## src/rtl/supv_pkg.sv

```systemverilog
package supv_pkg;

  // Bit positions of the hold causes inside the synchronised vector
  localparam int CAUSE_SUPPLY = 0;
  localparam int CAUSE_MANUAL = 1;
  localparam int CAUSE_N      = 2;

  function automatic int max_i(input int a, input int b);
    return (a > b) ? a : b;
  endfunction

endpackage

```

## src/rtl/supv_sync.sv

```systemverilog
module supv_sync #(
  parameter int              W       = 2,
  parameter int              STAGES  = 2,
  parameter logic [W-1:0]    RST_VAL = '1
) (
  input  logic         clk_i,
  input  logic         rst_i,
  input  logic [W-1:0] d_i,
  output logic [W-1:0] q_o
);

  logic [STAGES-1:0][W-1:0] stg_q;

  always_ff @(posedge clk_i) begin
    if (rst_i) begin
      for (int s = 0; s < STAGES; s++) stg_q[s] <= RST_VAL;
    end else begin
      stg_q[0] <= d_i;
      for (int s = 1; s < STAGES; s++) stg_q[s] <= stg_q[s-1];
    end
  end

  assign q_o = stg_q[STAGES-1];

endmodule

```

## src/rtl/supv_cause_merge.sv

```systemverilog
module supv_cause_merge #(
  parameter int N = 2
) (
  input  logic [N-1:0] cause_i,
  output logic         hold_o
);

  logic [N:0] chain;

  assign chain[0] = 1'b0;
  for (genvar i = 0; i < N; i++) begin : g_or
    assign chain[i+1] = chain[i] | cause_i[i];
  end
  assign hold_o = chain[N];

endmodule

```

## src/rtl/supv_delay_ctr.sv

```systemverilog
module supv_delay_ctr #(
  parameter int LOAD  = 400,
  parameter int CNT_W = 9
) (
  input  logic             clk_i,
  input  logic             rst_i,
  input  logic             reload_i,
  output logic [CNT_W-1:0] cnt_o,
  output logic             zero_o
);

  localparam logic [CNT_W-1:0] LOAD_V = CNT_W'(LOAD);

  logic [CNT_W-1:0] cnt_q;

  always_ff @(posedge clk_i) begin
    if (rst_i || reload_i) begin
      cnt_q <= LOAD_V;
    end else if (cnt_q != '0) begin
      cnt_q <= cnt_q - 1'b1;
    end
  end

  assign cnt_o  = cnt_q;
  assign zero_o = (cnt_q == '0);

endmodule

```

## src/rtl/supv_reset_gen.sv

```systemverilog
module supv_reset_gen
  import supv_pkg::*;
#(
  parameter int SYNC_STAGES      = 2,
  parameter int RELEASE_CYCLES   = 400,
  parameter int MIN_PULSE_CYCLES = 280
) (
  input  logic clk_i,
  input  logic rst_i,
  input  logic supply_low_i,
  input  logic mr_n_i,
  output logic rst_n_o,
  output logic rst_o
);

  localparam int LOAD  = max_i(RELEASE_CYCLES, MIN_PULSE_CYCLES);
  localparam int CNT_W = $clog2(LOAD + 1);

  logic [CAUSE_N-1:0] cause_raw;
  logic [CAUSE_N-1:0] cause_sync;
  logic               hold_req;
  logic [CNT_W-1:0]   cnt_q;
  logic               cnt_zero;
  logic               active;
  logic               rst_n_q;
  logic               rst_q;

  // Normalise both causes to active-high before synchronising
  assign cause_raw[CAUSE_SUPPLY] = supply_low_i;
  assign cause_raw[CAUSE_MANUAL] = ~mr_n_i;

  supv_sync #(
    .W       (CAUSE_N),
    .STAGES  (SYNC_STAGES),
    .RST_VAL ({CAUSE_N{1'b1}})
  ) u_sync (
    .clk_i (clk_i),
    .rst_i (rst_i),
    .d_i   (cause_raw),
    .q_o   (cause_sync)
  );

  supv_cause_merge #(
    .N (CAUSE_N)
  ) u_merge (
    .cause_i (cause_sync),
    .hold_o  (hold_req)
  );

  supv_delay_ctr #(
    .LOAD  (LOAD),
    .CNT_W (CNT_W)
  ) u_ctr (
    .clk_i    (clk_i),
    .rst_i    (rst_i),
    .reload_i (hold_req),
    .cnt_o    (cnt_q),
    .zero_o   (cnt_zero)
  );

  assign active = hold_req | ~cnt_zero;

  always_ff @(posedge clk_i) begin
    if (rst_i) begin
      rst_n_q <= 1'b0;
      rst_q   <= 1'b1;
    end else begin
      rst_n_q <= ~active;
      rst_q   <= active;
    end
  end

  assign rst_n_o = rst_n_q;
  assign rst_o   = rst_q;

endmodule

```

## config.mk

```make
export PLATFORM = sky130hd
export DESIGN_NAME = supv_reset_gen
export DESIGN_NICKNAME = d
export VERILOG_FILES = /design/src/rtl/supv_pkg.sv /design/src/rtl/supv_sync.sv /design/src/rtl/supv_cause_merge.sv /design/src/rtl/supv_delay_ctr.sv /design/src/rtl/supv_reset_gen.sv
export SDC_FILE = /design/constraint.sdc
export NUM_CORES = 1
export LEC_CHECK = 0
export BUFFER_PORTS_ARGS = -buffer_cell sky130_fd_sc_hd__buf_2
export CAP_MARGIN = 20
export CORE_AREA = 2 2 39 41
export CTS_BUF_LIST = sky130_fd_sc_hd__clkbuf_4 sky130_fd_sc_hd__clkbuf_8
export DETAILED_ROUTE_END_ITERATION = 10
export DIE_AREA = 0 0 41 43
export GPL_TIMING_DRIVEN = 1
export HOLD_SLACK_MARGIN = 0.12
export SLEW_MARGIN = 40
export SYNTH_ARGS = -nofsm -noshare
export SYNTH_HDL_FRONTEND = slang
export SYNTH_SLANG_ARGS = --single-unit
```

## constraint.sdc

```tcl
create_clock -name clk_i -period 2.1 [get_ports clk_i]
set_input_delay 0.105 -clock clk_i [delete_from_list [all_inputs] [get_ports clk_i]]
set_output_delay 0.105 -clock clk_i [all_outputs]
set_load 0.02 [all_outputs]
```

==> summary.txt <==
Outcome
  – Run status: finished, final reports clean

Floorplanning
  – Die height: 43 um
  – Die Span X: 41 um
  – Number of cell rows: 14
  – Core area: 0.00138 mm^2
  – Starting utilization of the core area: 0.435
  – Io pins: 6
  – Floorplan die area: 0.00176 mm^2

Place
  – PortBufs: 5
  – HPWL after detailed placement: 775 um
  – Worst slack at placement: 0.406 ns
  – Post-Place Cell Area: 672 um^2
  – Final GP Congestion: 0.846

Worst setup path
  – CP max-delay cell: or4_1
  – Sort of element at the end of the critical path: flop
  – Maximum fanout encountered on the critical timing path: 5
  – Cells along the critical path: inv_1 > ha_1 > or4b_1 > or4_1 > a21oi_1
  – Data arrival at the endpoint of the critical path: 1.95 ns
  – Required time at the worst-slack endpoint: 2.33 ns
  – Biggest cell delay along the critical path: 0.47 ns
  – Launching element type of the critical path: flop
  – Worst Path Class, Setup: reg -> reg

CTS
  – Worst-skew pair later-pin latency: 0.29 ns
  – TritonCTS clock tree: yes
  – Buffer type at the clock tree root: clkbuf_4
  – Clock Sinks: 15
  – CTS Buf Count: 3
  – Resized cells post-CTS: 0
  – Maximum buffer depth of the clock tree: 2
  – Clock transition at the register clock pins on the worst setup and hold paths after CTS: 0.09 ns
  – Number of setup buffers added after CTS: 0
  – Depth of the CTS H-tree: 1

Cells and area
  – Non-Filler Cell Area, Final: 749 um^2
  – Antenna Cells: 0
  – Fraction of final layout cells sized beyond drive strength 1: 0.210
  – Final net count: 87
  – Most common library cell in the layout ignoring fill and taps: dfxtp_1
  – Syn-to-layout area delta: 24.5%

STA
  – Transition at the pin with the smallest max-transition slack: 0.493 ns
  – Count of endpoints failing hold in the final timing report: 0
  – Min Tclk post-route: 1.72 ns
  – Post-route setup slack: 0.378 ns
  – Slew headroom: 0.663
  – Count of final max-slew check failures: 0
  – Setup violations, final: 0
  – Setup total negative slack: 0 ns
  – Share of the clock period used by the worst path after layout: 0.820
  – Max frequency: 0.581 GHz
  – Final clock skew: 0.00109 ns
  – Setup repair after global routing missed its margin: false

Route
  – DRC viols: 0
  – Post-detailed-route count of antenna-violating nets: 0
  – Via count: 514
  – Routed WL: 1110 um
  – Average routed wire per standard cell: 11.4 um
  – DRC marker count from the first detailed-route iteration: 6
  – First drt pass iteration count: 4
  – Routed via count divided by cell count: 5.30

Pwr
  – Total power per unit cell area: 635 mW/mm^2
  – Max VDD drop: 0.000312 V
  – Cell leakage power: 0.304 nW

GRT
  – Via count of the first global-routing pass: 471
  – Number of antenna violations at the first check in global routing: 0
  – Pin count of the biggest net entering global routing: 10
  – GR Util All Layers: 0.169
  – Global-route wire length before repair: 1900 um
  – GRT Residual Overflow: 0

Min path
  – Worst min-delay path category: reg -> reg

Yosys
  – Post-synthesis cell area: 602 um^2
  – Unique cell type count in the Yosys netlist: 26
  – Synth Instances: 64
  – Cell type with the highest aggregate area in the netlist: dfxtp_1
  – Top cells by area in the synthesized netlist: dfxtp_1 50%, nor3_1 4.2%, a21oi_1 3.3%
  – Share of synthesized area occupied by flip-flops and latches: 0.499
  – Syn_nets: 69
  – Synth Register Bits: 15
  – Share of the synthesized area in the top cell type: 0.499
  – Mean Syn Cell Area: 9.40 um^2
  – Number of warning messages in the yosys log: 0

Flow run
  – Maxcap violations: 0
## sequential cells by signal, summed over array words and instances, names as in the netlist
register	flops
rst_o	1
u_ctr.cnt_o	9
u_sync.q_o	2
u_sync.stg_q	2
rst_n_o	1
## worst paths after layout
check / cells after the start / slack (ns) / end / startpoint
max: 5 / 0.38 / u_ctr.cnt_o[6] / u_ctr.cnt_o[0]
min: 1 / 0.42 / u_sync.q_o[0] / u_sync.stg_q[0]
max reg2reg: 5 / 0.38 / u_ctr.cnt_o[6] / u_ctr.cnt_o[0]
min reg2reg: 1 / 0.42 / u_sync.q_o[0] / u_sync.stg_q[0]
## cell usage after synthesis
cell type	instances
o31ai_1	1
inv_1	5
a2111oi_0	1
o21ai_0	1
a211oi_1	1
o211ai_1	2
nand3b_1	1
nor3_1	5
mux2i_1	2
nand2b_1	3
or4_1	2
or2_2	3
nor2_1	2
o41ai_1	1
nand3_1	1
a211o_2	1
dfxtp_1	15
nand2_1	5
nor4b_1	1
clkbuf_2	1
o2111ai_1	1
or3_1	1
ha_1	1
or4b_1	1
a21oi_1	4
nor4_1	2
## cell families after synthesis
kind of cell / share of synthesized area
simple gates: 0.256
flops: 0.499
compound gates: 0.152
buf+inv: 0.0395
mux: 0.0333
fa+ha+maj: 0.0208
## final cells by class
class,instances,area (um^2)
clock inverter,1,5.00
inverter,5,18.8
timing repair buffer,14,105
sequential,15,300
multi-input combinational,43,278
tap,16,20.0
fill,128,634
clock buffer,3,22.5
## layer usage
metal / track usage / part of all wire
met5: 0 / 0
met4: 0.127 / 0.022
met3: 0.0838 / 0.037
met2: 0.216 / 0.43
met1: 0.209 / 0.51
## power by group
part | switching, mW | leakage [nW] | total (mW) | internal, mW
logic | 0.00565 | 0.165 | 0.0179 | 0.0122
registers | 0.00162 | 0.122 | 0.290 | 0.288
clock network | 0.0971 | 0.0177 | 0.168 | 0.0710
total | 0.104 | 0.304 | 0.476 | 0.372
## worst max-delay path, delay by kind of cell, from the launching register on
| kind | cells | cell delay, ns |
|---|---|---|
| AO/OA/AOI/OAI | 1 | 0.12 |
| adder cells (fa/ha/maj) | 1 | 0.18 |
| buffers and inverters | 1 | 0.08 |
| flip-flops | 1 | 0.35 |
| AND/OR/NAND/NOR | 2 | 0.93 |
## metrics by stage
stage               cells  hold WS, ns  power [mW]   util
floorplan              64        0.178       0.302      -
global placement       88        0.277       0.307  0.486
detailed placement     88        0.283       0.307  0.486
CTS                    97        0.418       0.482  0.542
global route           97        0.438       0.501  0.542
finish                 97        0.416       0.476  0.542
## what timing repair did
item                       CTS  global route
hold endpoints to repair     5             0
hold buffers                 5             0
setup endpoints to repair    0             0
Note: power is estimated with default switching activity, not from simulation.
